<file path="src/rtl/adc_init_seq.sv">
module adc_init_seq #(
  parameter int NUM_ADC          = 2,
  parameter int SEL_W            = 8,
  parameter int RESET_CYCLES     = 4,
  parameter int LOCK_WAIT_CYCLES = 40_000_000,
  parameter int CAL_CYCLES       = 4096
) (
  input  logic               clk,
  input  logic               rst_n,
  input  logic               force_init,
  input  logic [SEL_W-1:0]   clk_sel,
  input  logic               io_enable,
  input  logic               pll_locked,
  input  logic [NUM_ADC-1:0] win_err,
  output logic               init_done,
  output logic [NUM_ADC-1:0] adc_err,
  output logic               pll_unlocked,
  output logic               capture_rst,
  output logic               adc_reg_reset,
  output logic               sample_ce
);
  localparam int MAX_A = (RESET_CYCLES > CAL_CYCLES) ? RESET_CYCLES : CAL_CYCLES;
  localparam int MAX_C = (MAX_A > LOCK_WAIT_CYCLES) ? MAX_A : LOCK_WAIT_CYCLES;
  localparam int CNT_W = $clog2(MAX_C + 1);

  typedef enum logic [4:0] {
    IDLE_DONE    = 5'b00001,
    RESET_ASSERT = 5'b00010,
    WAIT_LOCK    = 5'b00100,
    CALIBRATE    = 5'b01000,
    DONE         = 5'b10000
  } state_t;

  state_t             st;
  logic [CNT_W-1:0]   cnt;
  logic [SEL_W-1:0]   sel_q;
  logic               io_q;
  logic               wipe_q;

  wire io_rise = io_enable & ~io_q;
  wire trig    = force_init | io_rise | (clk_sel != sel_q);

  always_ff @(posedge clk) begin
    if (!rst_n) begin
      sel_q        <= clk_sel;
      io_q         <= 1'b0;
      st           <= IDLE_DONE;
      cnt          <= '0;
      wipe_q       <= 1'b0;
      adc_err      <= '0;
      pll_unlocked <= 1'b0;
    end else begin
      sel_q <= clk_sel;
      io_q  <= io_enable;
      if (trig) begin
        st           <= RESET_ASSERT;
        cnt          <= '0;
        wipe_q       <= io_rise;
        adc_err      <= '0;
        pll_unlocked <= 1'b0;
      end else begin
        unique case (st)
          RESET_ASSERT:
            if (cnt == CNT_W'(RESET_CYCLES - 1)) begin
              st  <= WAIT_LOCK;
              cnt <= '0;
            end else cnt <= cnt + 1'b1;
          WAIT_LOCK:
            if (!pll_locked) cnt <= '0;
            else if (cnt == CNT_W'(LOCK_WAIT_CYCLES - 1)) begin
              st  <= CALIBRATE;
              cnt <= '0;
            end else cnt <= cnt + 1'b1;
          CALIBRATE:
            if (cnt == CNT_W'(CAL_CYCLES - 1)) begin
              st  <= DONE;
              cnt <= '0;
            end else cnt <= cnt + 1'b1;
          DONE: begin
            adc_err <= adc_err | win_err;
            if (!pll_locked) pll_unlocked <= 1'b1;
          end
          default: ;
        endcase
      end
    end
  end

  assign init_done     = (st == DONE);
  assign capture_rst   = ~init_done;
  assign adc_reg_reset = (st == RESET_ASSERT) & wipe_q;
  assign sample_ce     = init_done & pll_locked & ~pll_unlocked;

  AST_STATE_ONEHOT: assert property (@(posedge clk) disable iff (!rst_n)
    $countones(st) == 1);
  AST_DONE_DROPS: assert property (@(posedge clk) disable iff (!rst_n)
    trig |=> !init_done);
  AST_ERR_STICKY: assert property (@(posedge clk) disable iff (!rst_n)
    !trig |=> ((adc_err & $past(adc_err)) == $past(adc_err)));
  AST_ERR_CLEAR: assert property (@(posedge clk) disable iff (!rst_n)
    trig |=> (adc_err == '0) && !pll_unlocked);
  AST_UNLOCK_STICKY: assert property (@(posedge clk) disable iff (!rst_n)
    (pll_unlocked && !trig) |=> pll_unlocked);
  AST_CE_NEEDS_LOCK: assert property (@(posedge clk) disable iff (!rst_n)
    !pll_locked |-> !sample_ce);
  AST_WIPE_IN_RESET: assert property (@(posedge clk) disable iff (!rst_n)
    adc_reg_reset |-> capture_rst && !init_done);
endmodule

</file>
<file path="config.mk">
export PLATFORM = sky130hd
export DESIGN_NAME = adc_init_seq
export DESIGN_NICKNAME = d
export VERILOG_FILES = /design/src/rtl/adc_init_seq.sv
export SDC_FILE = /design/constraint.sdc
export NUM_CORES = 1
export LEC_CHECK = 0
export ABC_AREA = 0
export BUFFER_PORTS_ARGS = -buffer_cell sky130_fd_sc_hd__buf_2
export CAP_MARGIN = 15
export CORE_UTILIZATION = 45
export CTS_BUF_LIST = sky130_fd_sc_hd__clkbuf_16
export DETAILED_ROUTE_END_ITERATION = 12
export GPL_TIMING_DRIVEN = 0
export SLEW_MARGIN = 20
export SYNTH_ARGS = -nofsm -noshare
export SYNTH_HDL_FRONTEND = slang
export SYNTH_SLANG_ARGS = --single-unit
</file>
<file path="constraint.sdc">
create_clock -name clk -period 2.76 [get_ports clk]
set_clock_uncertainty 0.05 [all_clocks]
set_input_delay 0.828 -clock clk [delete_from_list [all_inputs] [get_ports clk]]
set_output_delay 0.828 -clock clk [all_outputs]
set_load 0.005 [all_outputs]
</file>
; Yosys cells after proc, flatten, opt, wreduce, memory -nomap -nowiden
; Cells that the tools add are included.
[classes]
bitwise = 12
n_eq_ne = 16
n_addsub = 1
n_mux = 11
n_reduce_logical = 6
[op_table]
columns = op, n
row1 = $mux W26, 4
row2 = $pmux W26 S3, 1
row3 = $add A26 B1 Y26 const B, 1
row4 = $eq A26 B12 Y1 const B, 1
row5 = $eq A26 B2 Y1 const B, 1
row6 = $eq A26 B26 Y1 const B, 1
row7 = $mux W5, 4
row8 = $pmux W5 S3, 1
row9 = $ne A3 B3 Y1 const B, 4
row10 = $reduce_and A5 Y1, 2
row11 = $ne A2 B2 Y1 const B, 4
row12 = $ne A8 B8 Y1, 1
row13 = $eq A5 B2 Y1 const B, 1
row14 = $eq A5 B3 Y1 const B, 1
row15 = $eq A5 B4 Y1 const B, 1
row16 = $eq A5 B5 Y1 const B, 1
row17 = $not A1 Y1, 5
row18 = $and A1 B1 Y1, 4
row19 = $reduce_bool A4 Y1, 1
row20 = $reduce_bool A3 Y1, 1
row21 = $mux W2, 1
row22 = $or A1 B1 Y1, 2
row23 = $or A2 B2 Y2, 1
row24 = $reduce_and A2 Y1, 1
row25 = $reduce_or A2 Y1, 1
[word_totals]
inputBits = 15
wordCells = 54
output_inout_bits = 7
reg_bits = 44

; Logic depth before layout (Yosys ltp)
[depth]
depth_word = 6
ltp_mapped = 9
ltp_nobuf = 7

; Worst setup path before layout
; Ideal clock, no wire load.
[synth_timing]
kind = input to register
from = in clk_sel[2]
to = reg st[2]
arrival_time_ns = 2.020
stages = 6
required_ns = 2.624
setup_ns = 0.086
setup_slack_ns = 0.604
path_buffers = 1
cell_sequence = xnor2_1 -> nand3_1 -> nor4_1 -> nand2_1 -> clkbuf_1 -> a211oi_1
[synth_via]
elab_chain_len = 3
[synth_rtl]
columns = element, line_no
row1 = from (decl), 11  ; input logic [SEL_W-1:0] clk_sel,
row2 = $ne A8 B8 Y1, 41  ; wire trig = force_init | io_rise | (clk_sel != sel_q);
row3 = $or A1 B1 Y1, 41
row4 = $reduce_or A2 Y1 (no source line), n/a
row5 = to (signal assigned), 47  ; st <= IDLE_DONE;
row6 = to (signal assigned), 56  ; st <= RESET_ASSERT;
row7 = to (signal assigned), 65  ; st <= WAIT_LOCK;
row8 = to (decl), 34  ; state_t st;
; No other way between the ends.
; A chain may end at the register's enable or synchronous reset.

; Final worst setup path
[layout_timing]
from = reg cnt[0]
to = reg cnt[13]
[layout_via]
elab_chain_len = 4
elab_cells_between_ends = 9
cone_classes = 1 x add/sub / 3 x eq/ne / 5 x mux
[layout_rtl]
columns = element, line_no
row1 = from (decl), 35  ; logic [CNT_W-1:0] cnt;
row2 = from (signal assigned), 67  ; end else cnt <= cnt + 1'b1;
row3 = from (signal assigned), 73  ; end else cnt <= cnt + 1'b1;
row4 = from (signal assigned), 78  ; end else cnt <= cnt + 1'b1;
row5 = $add A26 B1 Y26 or $eq A26 B26 Y1 (tied branches), n/a
row6 = $mux W26, 70  ; else if (cnt == CNT_W'(LOCK_WAIT_CYCLES - 1)) begin
row7 = $mux W26, 69  ; if (!pll_locked) cnt <= '0;
row8 = $pmux W26 S3 (*), 62  ; unique case (st)
; Every way passes the cells marked *; elsewhere a longest branch is shown, timed or not.

==> flow_summary.json <==
{
  "grt_max_degree": 14,
  "insertion_delay_ps": 280,
  "via_per_inst": 5.72,
  "grt_util_all_layers": 0.223,
  "yosys-top-cells-count": "44 x dfxtp_1, 26 x nand2_1, 25 x nor2_1",
  "p_leak_nw": 0.839,
  "top_level_ports": 22,
  "syn_inst": 272,
  "synth.area.top_cells": "dfxtp_1 40%, xnor2_1 6.0%, nand3_1 4.8%",
  "maxCapViolCount": 0,
  "max_slew.worst_pin.slew_ps": 612,
  "core_area_mm2": 0.00472,
  "fp.dieH_um": 72.0,
  "setup_viol": 0,
  "synth_edf_count": 0,
  "finalHoldViolations": 0,
  "numCtsBuffers": 5,
  "ys_seq_area_frac": 0.399,
  "ir_drop_mv": 0.251,
  "start_util": 0.467,
  "post-route-period-util": 0.923,
  "routedWlPerCell_um": 14.7,
  "hpwl_um": 3880,
  "route.detailed.drc": 0,
  "postSynthAreaPerCell_um2": 8.11,
  "fin_nets": 316,
  "gp_congestion": 0.859,
  "grt_use_met3": 0.0556,
  "use_met1": 0.309,
  "worst_slack_ps": 212,
  "rsz0062_at_grt": "false",
  "clock_path_buffers": 2,
  "worst_ep_arrival_time_ps": 2670,
  "p_total_mw": 1.26,
  "hp-class": "flop to flop",
  "htreeDepth": 2,
  "async_reset_ff_frac": 0,
  "cts_tree": "yes",
  "synth-seq-cells": 44,
  "syn_area_mm2": 0.00221,
  "rows": 25,
  "place_inst": 360,
  "io_buffers": 21,
  "synth_largest_area_cell": "dfxtp_1",
  "insertedDiodeCount": 0,
  "ant_nets": 0,
  "fmax_ghz": 0.392,
  "crit_fanout": 10,
  "yosysMostFrequentCell": "dfxtp_1",
  "grt_pass1_wl_um": 8970,
  "ys_types": 42,
  "status": "complete, no violations",
  "slew_violations": 0,
  "drt_iter0_markers": 117,
  "drive_gt1_frac": 0.126,
  "ctsHoldBuffers": 0,
  "cp-start-kind": "flop",
  "clock-root-buffer": "clkbuf_16",
  "use_met2": 0.336,
  "top_usage_layer": "met2",
  "dr.pass1.iters": 4,
  "p_per_area_mw_per_mm2": 497,
  "post_cts_resized": 0,
  "synthFlopType": "dfxtp_1",
  "die_area_mm2": 0.00519,
  "post-cts-setup-buffers": 0,
  "grt_antenna_before_repair": 0,
  "synthToLayoutAreaGrowth_pct": 14.9,
  "worst_setup_path_end_kind": "flop",
  "path_clk_slew_ps": 60,
  "cts_sinks": 44,
  "path_class": "flop to flop",
  "period_minus_slack_ps": 2550,
  "syn-num-nets": 288,
  "synth_top_area_frac": 0.399,
  "final_cell_count_no_fill": 368,
  "die_x_um": 72.0,
  "overflow": 0,
  "yosysWarnings": 0,
  "wl_um": 5410,
  "num_vias": 2106,
  "max_slew_margin": 0.588,
  "dp_slack_ps": -6.82,
  "grt_pass1_vias": 1939,
  "cp.required_ps": 2880
}
-- cell families after synthesis --
| logic type | Yosys count | share of synthesized area |
|---|---|---|
| AND/OR/NAND/NOR | 150 | 0.367 |
| adder cells (fa/ha/maj) | 1 | 0.00567 |
| flip-flops | 44 | 0.399 |
| XOR/XNOR | 18 | 0.0715 |
| AO/OA/AOI/OAI | 41 | 0.118 |
| buffers and inverters | 18 | 0.0386 |
-- flip-flops by register name, summed over array words and instances, names as in the netlist --
register / flops
pll_unlocked: 1
io_q: 1
wipe_q: 1
adc_err: 2
sel_q: 8
cnt: 26
st: 5
-- final timing paths --
kind	from	endpoint	slack, ps	cells past startpoint
min reg2reg	cnt[1]	cnt[1]	420	2
max reg2reg	cnt[0]	cnt[13]	210	9
min	cnt[1]	cnt[1]	420	2
max	cnt[0]	cnt[13]	210	9
-- metrics by stage --
step,utilization,hold slack [ps],TNS (ps),instance area [um^2]
after global routing,0.537,444,0,2530
after floorplan,-,389,0,2210
after global placement,0.507,394,-615,2390
final,0.537,418,0,2530
after CTS,0.537,425,0,2530
after detailed placement,0.507,408,-11.3,2390
-- cells in the final DEF (no fill, tap or decap), types with 9 or more instances in the layout --
master,count
nor3_1,9
dfxtp_1,44
nand3_1,21
nand2_1,26
xnor2_1,15
nand4_1,15
and3_1,9
nor2_1,25
nor4_1,12
buf_2,23
a21oi_1,16
-- metal layers --
layer	share of wire	vias up
met1	0.47	970
met5	0	-
met4	0.012	0
met3	0.067	9
li1	-	1057
met2	0.45	70
-- final cells by class --
type	instances	area [um^2]
fill	456	2190
multi-input combinational	210	1240
sequential	44	881
clock buffer	5	125
timing repair buffer	21	105
tap	67	83.8
buffer	14	70.1
clock inverter	3	15.0
inverter	4	15.0
-- power by group --
part	switching, mW	internal, mW	total [mW]
combinational	0.0243	0.0227	0.0470
sequential	0.00641	0.644	0.651
clock	0.235	0.329	0.563
-- critical path, stage by stage (launching register included) --
cell and delay [ps]:
dfxtp_1 360, ha_1 290, nand3_2 140, or4_1 560
o21ai_2 190, and3_1 280, buf_4 210, a21o_1 150
buf_6 140, nor2_1 50
(Power assumes the default switching activity.)
